## src/rtl/sft_pkg.sv

```systemverilog
package sft_pkg;
  typedef enum logic [2:0] {
    ST_IDLE,
    ST_START,
    ST_DATA,
    ST_PARITY,
    ST_STOP
  } txState_t;

  typedef struct packed {
    logic loadShift;  // move holding register into shift register
    logic shiftBit;   // advance to next data bit
  } txStrobe_t;
endpackage

```

## src/rtl/sft_ctrl.sv

```systemverilog
module sft_ctrl
  import sft_pkg::*;
#(
  parameter int OVERSAMPLE = 16,
  parameter int DATA_W     = 8
) (
  input  logic       clk,
  input  logic       rstN,
  input  logic       tick,
  input  logic       holdFull,
  input  logic [1:0] wordSel,
  input  logic       stopSel,
  input  logic       parityEn,
  output txState_t   state,
  output txStrobe_t  strobe
);
  localparam int CNT_W = $clog2(2 * OVERSAMPLE);
  localparam int BIT_W = $clog2(DATA_W);

  logic [CNT_W-1:0] tickCnt, bitSpan;
  logic [BIT_W-1:0] bitCnt, lastBit;
  logic             bitDone;

  always_comb begin
    if (state == ST_STOP && stopSel)
      bitSpan = (wordSel == 2'b00) ? CNT_W'(OVERSAMPLE + OVERSAMPLE / 2 - 1)
                                   : CNT_W'(2 * OVERSAMPLE - 1);
    else
      bitSpan = CNT_W'(OVERSAMPLE - 1);
    lastBit = BIT_W'(DATA_W - 4) + BIT_W'(wordSel);
    bitDone = tick && (tickCnt == bitSpan);
    strobe.loadShift = tick && (state == ST_IDLE) && holdFull;
    strobe.shiftBit  = bitDone && (state == ST_DATA);
  end

  always_ff @(posedge clk or negedge rstN) begin
    if (!rstN) begin
      state   <= ST_IDLE;
      tickCnt <= '0;
      bitCnt  <= '0;
    end else if (tick) begin
      if (state == ST_IDLE) begin
        if (holdFull) begin
          state   <= ST_START;
          tickCnt <= '0;
        end
      end else if (!bitDone) begin
        tickCnt <= tickCnt + 1'b1;
      end else begin
        tickCnt <= '0;
        unique case (state)
          ST_START: begin
            state  <= ST_DATA;
            bitCnt <= '0;
          end
          ST_DATA: begin
            if (bitCnt == lastBit) state <= parityEn ? ST_PARITY : ST_STOP;
            else bitCnt <= bitCnt + 1'b1;
          end
          ST_PARITY: state <= ST_STOP;
          default:   state <= ST_IDLE;
        endcase
      end
    end
  end

  // a full holding register starts a frame on the next tick
  p_load_starts_r10 : assert property (@(posedge clk) disable iff (!rstN)
    (state == ST_IDLE && tick && holdFull) |=> state == ST_START);
  // framing state only moves on ticks
  p_tick_paced_r2 : assert property (@(posedge clk) disable iff (!rstN)
    !tick |=> ($stable(state) && $stable(tickCnt)));
  // data bit index never passes the programmed word length
  p_bit_bound_r3 : assert property (@(posedge clk) disable iff (!rstN)
    (state == ST_DATA) |-> bitCnt <= lastBit);
endmodule

```

## src/rtl/sft_datapath.sv

```systemverilog
module sft_datapath
  import sft_pkg::*;
#(
  parameter int DATA_W = 8
) (
  input  logic              clk,
  input  logic              rstN,
  input  logic              wrEn,
  input  logic [DATA_W-1:0] wrData,
  input  logic [1:0]        wordSel,
  input  logic              parityEn,
  input  logic              evenSel,
  input  logic              stickSel,
  input  logic              breakSel,
  input  txState_t          state,
  input  txStrobe_t         strobe,
  output logic              holdFull,
  output logic              txOut
);
  logic [DATA_W-1:0] holdReg, shiftReg, wordMask;
  logic              parityBit, parityNext, lineBit;

  always_comb begin
    wordMask = {DATA_W{1'b1}} >> (2'd3 - wordSel);
    if (stickSel) parityNext = ~evenSel;
    else if (evenSel) parityNext = ^(holdReg & wordMask);
    else parityNext = ~^(holdReg & wordMask);
    unique case (state)
      ST_START:  lineBit = 1'b0;
      ST_DATA:   lineBit = shiftReg[0];
      ST_PARITY: lineBit = parityBit;
      default:   lineBit = 1'b1;
    endcase
    txOut = breakSel ? 1'b0 : lineBit;
  end

  always_ff @(posedge clk or negedge rstN) begin
    if (!rstN) begin
      holdFull  <= 1'b0;
      holdReg   <= '0;
      shiftReg  <= '0;
      parityBit <= 1'b0;
    end else begin
      if (wrEn) begin
        holdFull <= 1'b1;
        holdReg  <= wrData;
      end else if (strobe.loadShift) begin
        holdFull <= 1'b0;
      end
      if (strobe.loadShift) begin
        shiftReg  <= holdReg;
        parityBit <= parityEn & parityNext;
      end else if (strobe.shiftBit) begin
        shiftReg <= shiftReg >> 1;
      end
    end
  end

  // a write fills the holding register with the written value
  p_write_fills_r9 : assert property (@(posedge clk) disable iff (!rstN)
    wrEn |=> (holdFull && holdReg == $past(wrData)));
  // a transfer without a competing write empties the holding register
  p_load_empties_r10 : assert property (@(posedge clk) disable iff (!rstN)
    (strobe.loadShift && !wrEn) |=> !holdFull);
  // the transfer takes the older character even when a write collides
  p_load_takes_old_r11 : assert property (@(posedge clk) disable iff (!rstN)
    strobe.loadShift |=> shiftReg == $past(holdReg));
endmodule

```

## src/rtl/serial_frame_tx.sv

```systemverilog
module serial_frame_tx
  import sft_pkg::*;
(
  input  logic       clk,
  input  logic       rstN,
  input  logic       tick,
  input  logic       wrEn,
  input  logic [7:0] wrData,
  input  logic [1:0] wordSel,
  input  logic       stopSel,
  input  logic       parityEn,
  input  logic       evenSel,
  input  logic       stickSel,
  input  logic       breakSel,
  output logic       txOut,
  output logic       holdEmpty,
  output logic       txEmpty
);
  localparam int OVERSAMPLE = 16;
  localparam int DATA_W     = 8;

  txState_t  state;
  txStrobe_t strobe;
  logic      holdFull;

  sft_ctrl #(.OVERSAMPLE(OVERSAMPLE), .DATA_W(DATA_W)) u_ctrl (
    .clk(clk), .rstN(rstN), .tick(tick), .holdFull(holdFull),
    .wordSel(wordSel), .stopSel(stopSel), .parityEn(parityEn),
    .state(state), .strobe(strobe)
  );

  sft_datapath #(.DATA_W(DATA_W)) u_dp (
    .clk(clk), .rstN(rstN), .wrEn(wrEn), .wrData(wrData),
    .wordSel(wordSel), .parityEn(parityEn), .evenSel(evenSel),
    .stickSel(stickSel), .breakSel(breakSel), .state(state),
    .strobe(strobe), .holdFull(holdFull), .txOut(txOut)
  );

  assign holdEmpty = !holdFull;
  assign txEmpty   = !holdFull && (state == ST_IDLE);
endmodule

```

## config.mk

```make
export PLATFORM = sky130hd
export DESIGN_NAME = serial_frame_tx
export DESIGN_NICKNAME = d
export VERILOG_FILES = /design/src/rtl/sft_pkg.sv /design/src/rtl/sft_ctrl.sv /design/src/rtl/sft_datapath.sv /design/src/rtl/serial_frame_tx.sv
export SDC_FILE = /design/constraint.sdc
export NUM_CORES = 1
export LEC_CHECK = 0
export BUFFER_PORTS_ARGS = -buffer_cell sky130_fd_sc_hd__buf_2
export CAP_MARGIN = 5
export CORE_MARGIN = 2
export CORE_UTILIZATION = 44
export CTS_CLUSTER_SIZE = 8
export DETAILED_ROUTE_END_ITERATION = 12
export HOLD_SLACK_MARGIN = 0.15
export RECOVER_POWER = 100
export SLEW_MARGIN = 20
export SYNTH_ARGS = -nofsm -noshare
export SYNTH_HDL_FRONTEND = slang
export SYNTH_SLANG_ARGS = --single-unit
```

## constraint.sdc

```tcl
create_clock -name clk -period 3.4 [get_ports clk]
set_clock_uncertainty 0.1 [all_clocks]
set_input_delay 0.17 -clock clk [delete_from_list [all_inputs] [get_ports clk]]
set_output_delay 0.17 -clock clk [all_outputs]
set_load 0.01 [all_outputs]
```

# Yosys cells after proc, flatten, opt, wreduce, memory -nomap -nowiden
# Cells that the tools add are included.
# classes
add_sub_neg,4
bitwise_logic,4
shift,1
n_reduce_logical,18
muxes,21
n_eq_ne,9
# op_table
cell,count
5-bit two-way mux,4
3-bit two-way mux,6
8-bit two-way mux,2
3-bit case mux with 3 select lines,1
8-bit bitwise AND,1
2-bit nonzero test,4
8-bit XNOR reduction,1
8-bit XOR reduction,1
8-bit by 2-bit >> shifter with 8-bit output (first input constant),1
3-bit by 2-bit equality test with 1-bit output (second input constant),2
1-bit logical AND,6
3-bit case mux with 2 select lines,1
5-bit by 1-bit adder with 5-bit output (second input constant),1
5-bit equality test,1
1-bit two-way mux,5
5-bit AND reduction,1
4-bit two-way mux,1
4-bit AND reduction,1
3-bit by 1-bit adder with 3-bit output (second input constant),1
3-bit by 2-bit adder with 3-bit output (first input constant),1
3-bit by 1-bit equality test with 1-bit output (second input constant),1
3-bit equality test,1
3-bit equality test (second input constant),1
3-bit zero test,1
other kinds (10),11
# totals
in_bits,19
out_inout_bits,3
elab_cells,64
ff_bits,29

# Logic depth before layout (Yosys ltp)
# Gate-level depths: netlist of the first run.
# depth
ltp_word,8
ltp_mapped,7
mapped_depth_nobuf,5

# By module
# Synthesis of the first run repeated with hierarchy kept, for this count alone.
# unflattened
cells_unflattened,164
area_unflattened_um2,1699.1
# modules_own_cells
module,area_per_inst_um2,n_inst,cells_per_inst,seq_area_each_um2
sft_datapath,914.6,1,79,450.4
sft_ctrl,768.2,1,83,275.3
serial_frame_tx,16.3,1,2,0.0

# Worst setup path before layout of the first run
# Ideal clock, no wire load.
# synth_timing
path_kind,reg2reg
startpoint,reg u_ctrl.state[1]
endpoint,reg u_ctrl.bitCnt[2]
setup_ns,0.121
period_less_slack_ns,2.313
slack_ns,1.087
path_buffers,2
path_stages_with_launch,8
arrival_ns,2.092
cell_sequence,dfrtp_1 -> buf_6 -> and4bb_1 -> mux2_4 -> a21o_1 -> buf_6 -> or4_1 -> a22o_1
# synth_between
elab_chain_cells,6
word_cells_on_any_way,13
classes_between,eq/ne (5); mux (2); bitwise (1); reduce/logical (5)
# synth_lines
item,line_no,text
from (decl),sft_ctrl.sv:14,"output txState_t state,"
from (signal assigned),sft_ctrl.sv:57,if (bitCnt == lastBit) state <= parityEn ? ST_PARITY : ST_STOP;
3-bit equality test,sft_ctrl.sv:25,if (state == ST_STOP && stopSel)
1-bit logical AND,sft_ctrl.sv:25,
5-bit two-way mux,sft_ctrl.sv:25,
5-bit equality test,sft_ctrl.sv:31,bitDone = tick && (tickCnt == bitSpan);
1-bit logical AND,sft_ctrl.sv:31,
5-bit AND reduction (no line),-,
to (signal assigned),sft_ctrl.sv:58,else bitCnt <= bitCnt + 1'b1;
to (decl),sft_ctrl.sv:21,"logic [BIT_W-1:0] bitCnt, lastBit;"
# Parallel ways exist; a longest one is shown, timed or not.
# A chain may end at the register's enable or synchronous reset.

# Worst setup path in the final report of the first run
# layout_timing
startpoint,reg u_dp.holdReg[3]
endpoint,reg u_dp.parityBit
# layout_between
elab_chain_cells,5
word_cells_on_any_way,6
classes_between,mux (2); bitwise (2); reduce/logical (2)
# layout_lines
item,line_no,text
from (decl),sft_datapath.sv:20,"logic [DATA_W-1:0] holdReg, shiftReg, wordMask;"
from (signal assigned),sft_datapath.sv:46,holdReg <= wrData;
8-bit bitwise AND *,"sft_datapath.sv:26, sft_datapath.sv:27",
8-bit XNOR reduction or 8-bit XOR reduction (tied branches),"sft_datapath.sv:27, sft_datapath.sv:26",
1-bit two-way mux *,sft_datapath.sv:26,else if (evenSel) parityNext = ^(holdReg & wordMask);
1-bit two-way mux *,sft_datapath.sv:25,if (stickSel) parityNext = ~evenSel;
1-bit bitwise AND *,sft_datapath.sv:52,parityBit <= parityEn & parityNext;
to (signal assigned),sft_datapath.sv:52,
to (decl),sft_datapath.sv:21,"logic parityBit, parityNext, lineBit;"
# Mark *: on every way between the ends. The rest lies on a longest branch, timed or not.

==> results of run 1 <==
[cells in the mapped netlist (3+ instances only)]
master and instances:
nand2_1 10, inv_1 6, mux2i_1 9, a21oi_1 13, clkbuf_1 5, mux2_2 10
nand3_1 7, nor2_1 15, nand2b_1 3, xnor2_1 6, dfrtp_1 29, nor3_1 5
o21ai_0 6
[layout by cell type, fill, tap and decap left out, types with 2 or more instances in the layout]
cell           instances
buf_2                 16
nand2b_1               3
ha_1                   2
mux2i_1                9
nand3_1                7
a22o_1                 2
o21a_1                 2
inv_1                  6
a21oi_1               13
o21ai_0                7
xnor2_1                6
clkbuf_1               6
nand2_1               10
nor2b_1                2
clkbuf_4               5
mux2_2                10
nor3_1                 5
o22ai_1                2
dfrtp_1               29
nor2_1                15
dlygate4sd3_1         18
[final timing paths]
kind                                                 end  depth (start not counted)  slack, ps                          start
max reg2reg                   u_dp.parityBit$_DFFE_PN0P_                          7        470    u_dp.holdReg[3]$_DFFE_PN0P_
min reg2reg                u_ctrl.tickCnt[0]$_DFFE_PN0P_                          1        430  u_ctrl.tickCnt[0]$_DFFE_PN0P_
min                        u_ctrl.tickCnt[0]$_DFFE_PN0P_                          1        430  u_ctrl.tickCnt[0]$_DFFE_PN0P_
max                           u_dp.parityBit$_DFFE_PN0P_                          7        470    u_dp.holdReg[3]$_DFFE_PN0P_
max in group asynchronous  u_ctrl.tickCnt[1]$_DFFE_PN0P_                          2       1640                           rstN
min in group asynchronous    u_ctrl.state[1]$_DFFE_PN0P_                          2        650                           rstN
[final cells by class]
type                       instances  share of cell area
clock buffer                       7              0.0282
clock inverter                     1              0.0154
inverter                           6              0.0115
multi-input combinational        115               0.401
sequential                        29               0.371
tap                               46              0.0294
timing repair buffer              39               0.143
[per-layer routing]
metal,vias up,global-route usage
met1,621,0.246
met2,20,0.290
met5,-,0
met3,7,0.0387
met4,0,0.0798
li1,637,-
[critical path, stage by stage, from the launching register on]
cell           delay, ps
dfrtp_1              420
xnor2_1              220
xnor2_1              140
xnor3_1              440
o21a_1               180
dlygate4sd3_1        540
o41ai_1              240
dlygate4sd3_1        600
[flip-flops by register name (all words and copies together) (netlist names)]
signal          cells
u_dp.parityBit      1
u_dp.holdFull       1
u_ctrl.state        3
u_ctrl.bitCnt       3
u_dp.holdReg        8
u_ctrl.tickCnt      5
u_dp.shiftReg       8
[logic make-up (layout without fill, tap and decap cells)]
family	after synthesis	after routing
xor gates and xnor gates	7	7
muxes	20	20
adders and majority gates	2	2
and+or+nand+nor	51	51
AOI/OAI and AO/OA	35	35
buffers and inverters	14	53
DFF	29	29
[where the power goes]
| group | total (uW) | switching (uW) | internal [uW] |
|---|---|---|---|
| registers | 544 | 97.9 | 446 |
| logic | 416 | 206 | 210 |
| clock network | 300 | 125 | 175 |
[through the flow]
step           setup WS (ps)  cells  utilization  power [uW]  instance area, um^2
6_report                 467    243        0.572        1260                 1950
5_1_grt                  290    243        0.572        1350                 1950
4_1_cts                  480    243        0.579        1280                 1980
3_5_place_dp             985    217        0.501         953                 1710
3_3_place_gp            1070    217        0.501         938                 1710
2_1_floorplan           1090    158            -         866                 1600
==> flow_metrics.env, run 1 <==
export IMPL_cts_tree="built"
export IMPL_drc=0
export IMPL_wl_met2_mm=1.58
export IMPL_clock_sinks=29
export IMPL_grt_max_degree=30
export IMPL_synth_cell_types=41
export IMPL_vias=1285
export IMPL_syn_avg_cell_area_um2=10.1
export IMPL_worstPathArrival_ps=3120
export IMPL_clk_latency_ps=340
export IMPL_clock_fmax_ghz=0.341
export IMPL_nets=217
export IMPL_drt_vias_per_instance=5.29
export IMPL_area_growth_pct=22.3
export IMPL_htree_levels=2
export IMPL_ys_warn_count=0
export IMPL_finalHoldViolations=0
export IMPL_synth_main_ff_cell="dfrtp_1"
export IMPL_dieArea_um2=4130
export IMPL_io_pins=22
export IMPL_syn_nets=179
export IMPL_rsz0062_at_grt="no"
export IMPL_grt_usage=0.184
export IMPL_synth_mux_area_frac=0.136
export IMPL_cts_resized=0
export IMPL_synth_edf_count=0
export IMPL_powerDensity_nw_per_um2=645
export IMPL_antenna_left=0
export IMPL_synthSimpleGateAreaFrac=0.160
export IMPL_grt_pass1_wl_mm=5.85
export IMPL_top_layer="met4"
export IMPL_grt_pass1_vias=1289
export IMPL_startpoint_type="register"
export IMPL_synth_compound_area_frac=0.143
export IMPL_core_um2=3420
export IMPL_ys_seq_elements=29
export IMPL_hold_worst_slack_ps=434
export IMPL_antenna_found_initial=0
export IMPL_num_rows=21
export IMPL_start_util=0.468
export IMPL_num_antenna_cells=0
export IMPL_drive_gt1_frac=0.173
export IMPL_wl_met3_um=110
export IMPL_register_area_um2=726
export IMPL_crit_type="reg2reg"
export IMPL_postCtsSetupRepairBufs=0
export IMPL_critPathCaptureType="register"
export IMPL_max_cap_violations=1
export IMPL_postSynth_asyncResetShare=1.00
export IMPL_path_clk_slew_ps=100
export IMPL_drv_slew=30
export IMPL_tns_ps=0
export IMPL_multiInputGateArea_um2=785
export IMPL_syn_area_um2=1600
export IMPL_synth_xor_xnor_area_share=0.0470
export IMPL_final_setup_viol_count=0
export IMPL_min_path_type="reg2reg"
export IMPL_netlist_instances=158
export IMPL_die_h_um=64.3
export IMPL_wl_met1_mm=1.62
export IMPL_ys_seq_area_frac=0.454
export IMPL_slew_headroom=-0.0397
export IMPL_postCtsHoldBufs=18
export IMPL_hpwl_mm=2.36
export IMPL_die_w_um=64.3
export IMPL_violations="max-capacitance violations, max-slew violations"
export IMPL_port_buffers=21
export IMPL_routed_wl_mm=3.38
export IMPL_status="finished with violations"
export IMPL_cts_root_buf="clkbuf_4"
export IMPL_synth_fa_ha_area_frac=0.0157
export IMPL_post_route_period_util=0.863
export IMPL_clockBufferDepth=2
export IMPL_drt_iter0_drc=38
export IMPL_worst_pin_slew_ps=1560
export IMPL_grt_overflow_total=0
export IMPL_numCtsBuffers=5
export IMPL_synth_top_area_cell="dfrtp_1"
export IMPL_wl_per_cell_um=13.9
export IMPL_firstDrtPassIters=4
export IMPL_synth_top_family_by_area="simple AND/OR/NAND/NOR gates"
export IMPL_fin_crit_ps=2930
export IMPL_crit_fanout=3
export IMPL_p_leak_uw=0.000834
export IMPL_irDropWorstVdd_mv=0.359
export IMPL_synth_area_leaders="dfrtp_1 (45%), mux2_2 (7.0%), mux2i_1 (5.6%)"
export IMPL_cp_required_ps=3580
export IMPL_synth_top_area_share=0.454
export IMPL_gp_congestion=0.817
export IMPL_fill_cells=306
No activity file was read; power rests on OpenSTA's default activity.
==> inputs of run 2 (changes only) <==
--- a/config.mk
+++ b/config.mk
@@ -7,11 +7,14 @@
 export LEC_CHECK = 0
 export BUFFER_PORTS_ARGS = -buffer_cell sky130_fd_sc_hd__buf_2
 export CAP_MARGIN = 5
+export CELL_PAD_IN_SITES_DETAIL_PLACEMENT = 0
+export CELL_PAD_IN_SITES_GLOBAL_PLACEMENT = 1
 export CORE_MARGIN = 2
 export CORE_UTILIZATION = 44
 export CTS_CLUSTER_SIZE = 8
 export DETAILED_ROUTE_END_ITERATION = 12
 export HOLD_SLACK_MARGIN = 0.15
+export PLACE_DENSITY_LB_ADDON = 0.1
 export RECOVER_POWER = 100
 export SLEW_MARGIN = 20
 export SYNTH_ARGS = -nofsm -noshare
==> flow_metrics.env, run 2 (synthesis results as in run 1) <==
export IMPL_die_h_um=64.3
export IMPL_clock_sinks=29
export IMPL_post_route_util=0.562
export IMPL_rsz0062_at_grt="no"
export IMPL_r2r_start="u_ctrl.state[1]$_DFFE_PN0P_"
export IMPL_antenna_found_initial=0
export IMPL_dp_slack_ps=976
export IMPL_final_setup_viol_count=0
export IMPL_hpwl_mm=2.29
export IMPL_wl_per_cell_um=13.6
export IMPL_postCtsSetupRepairBufs=0
export IMPL_most_common_layout_cells="dfrtp_1 (29), dlygate4sd3_1 (18), buf_2 (16), nor2_1 (15), a21oi_1 (13)"
export IMPL_antenna_left=0
export IMPL_crit_type="reg2reg"
export IMPL_irDropWorstVdd_mv=0.260
export IMPL_finalHoldViolations=0
export IMPL_fin_ws_ps=429
export IMPL_pwr_share_clk=0.178
export IMPL_clock_fmax_ghz=0.337
export IMPL_post_route_period_util=0.874
export IMPL_grt_overflow_total=0
export IMPL_clk_latency_ps=350
export IMPL_clockBufferDepth=2
export IMPL_cts_tree="built"
export IMPL_dieArea_um2=4130
export IMPL_grt_pass1_vias=1263
export IMPL_min_path_type="reg2reg"
export IMPL_p_leak_uw=0.000821
export IMPL_finalPower_uw=1170
export IMPL_crit_buf_inv=0
export IMPL_hold_depth=2
export IMPL_violations="max-capacitance violations, max-slew violations"
export IMPL_grt_usage=0.186
export IMPL_reg_top3="u_dp.holdReg: 8 flops, u_dp.shiftReg: 8 flops, u_ctrl.tickCnt: 5 flops"
export IMPL_cp_required_ps=3500
export IMPL_switching_share=0.369
export IMPL_area_growth_pct=20.2
export IMPL_worstHoldStart="u_ctrl.tickCnt[1]$_DFFE_PN0P_"
export IMPL_comb_power_share=0.357
export IMPL_tns_ps=0
export IMPL_gp_congestion=0.790
export IMPL_crit_start="u_ctrl.state[1]$_DFFE_PN0P_"
export IMPL_worst_pin_slew_ps=1550
export IMPL_max_cap_violations=2
export IMPL_die_w_um=64.3
export IMPL_grt_max_degree=30
export IMPL_p_int_uw=735
export IMPL_power_switching_uw=431
export IMPL_slew_headroom=-0.0315
export IMPL_htree_levels=2
export IMPL_nets=217
export IMPL_status="finished with violations"
export IMPL_io_pins=22
export IMPL_drv_slew=30
export IMPL_crit_family="compound AO/OA/AOI/OAI gates"
export IMPL_port_buffers=21
export IMPL_crit_chain="and4bb_1, mux2_1, a211oi_1, mux2i_1, a21oi_1"
export IMPL_mostFrequentLayoutCell="dfrtp_1"
export IMPL_firstDrtPassIters=4
export IMPL_drive_gt1_frac=0.173
export IMPL_core_um2=3420
export IMPL_cp_depth=5
export IMPL_routed_wl_mm=3.30
export IMPL_num_antenna_cells=0
export IMPL_cp_slowest_cell="a211oi_1"
export IMPL_startpoint_type="register"
export IMPL_p_seq_frac=0.465
export IMPL_vias=1275
export IMPL_worstPathArrival_ps=3070
export IMPL_drt_vias_per_instance=5.25
export IMPL_start_util=0.468
export IMPL_num_rows=21
export IMPL_cts_root_buf="clkbuf_4"
export IMPL_crit_fanout=10
export IMPL_critPathMaxStageDelay_ps=1150
export IMPL_fin_crit_ps=2970
export IMPL_numCtsBuffers=5
export IMPL_drt_iter0_drc=39
export IMPL_critPathCaptureType="register"
export IMPL_path_clk_slew_ps=110
export IMPL_grt_pass1_wl_mm=5.83
export IMPL_rr_worst_depth=5
export IMPL_powerDensity_nw_per_um2=607
export IMPL_drc=0
export IMPL_fill_cells=324
-- run 2: cell count changes in the layout (fill, tap and decap cells not counted), sizes merged --
cell / previous run / this run
clkinv: 0 / 2
bufinv: 1 / 0
clkbuf: 12 / 11
-- run 2: per-stage QoR --
stage,hold WS [ps],instance area (um^2),cells
3_3_place_gp,130,1710,217
2_1_floorplan,-226,1600,158
6_report,421,1920,243
4_1_cts,302,1940,243
3_5_place_dp,137,1710,217
5_1_grt,458,1920,243
-- run 2: layout make-up --
type,count,area [um^2],area share
flip-flops and latches,29,726,0.378
multi-input cells,115,785,0.408
inverters,6,22.5,0.0117
clock inverters,2,10.0,0.00521
clock buffers,6,41.3,0.0215
repair buffers,39,279,0.145
well taps,46,57.6,0.0300
-- run 2: worst paths after layout --
| kind | end | slack [ps] |
|---|---|---|
| min in group asynchronous | u_dp.holdFull$_DFFE_PN0P_ | 630 |
| min | u_ctrl.tickCnt[1]$_DFFE_PN0P_ | 420 |
| max in group asynchronous | u_dp.shiftReg[2]$_DFFE_PN0P_ | 1670 |
| min reg2reg | u_ctrl.tickCnt[1]$_DFFE_PN0P_ | 420 |
| max reg2reg | u_dp.shiftReg[6]$_DFFE_PN0P_ | 430 |
| max | u_dp.shiftReg[6]$_DFFE_PN0P_ | 430 |
-- run 2: layer usage --
metal / up-vias / track usage / wire length (um) / share of wire
met5: - / 0 / 0 / 0
met4: 0 / 0.0878 / 43 / 0.013
met3: 5 / 0.0370 / 150 / 0.046
met2: 30 / 0.280 / 1500 / 0.46
met1: 601 / 0.256 / 1600 / 0.48
li1: 639 / - / - / -
-- run 2: timing repair --
item                      4_1_cts  5_1_grt
resized for setup               0        0
hold endpoints to repair       43        0
hold buffers                   18        0
-- run 2: worst reg2reg max path: cells and delay by family, from the launching register on --
kind / cells / cell delay, ps
flip-flops: 1 / 480
AND/OR/NAND/NOR: 1 / 340
AO/OA/AOI/OAI: 2 / 1240
multiplexers: 2 / 660
-- run 2: power by group through the flow --
stage | Combinational [uW] | Clock [uW] | Sequential, uW
after floorplan | 359 | 0 | 506
after global placement | 395 | 0 | 542
after detailed placement | 402 | 0 | 550
after CTS | 429 | 213 | 543
after global routing | 472 | 235 | 566
final | 416 | 208 | 542
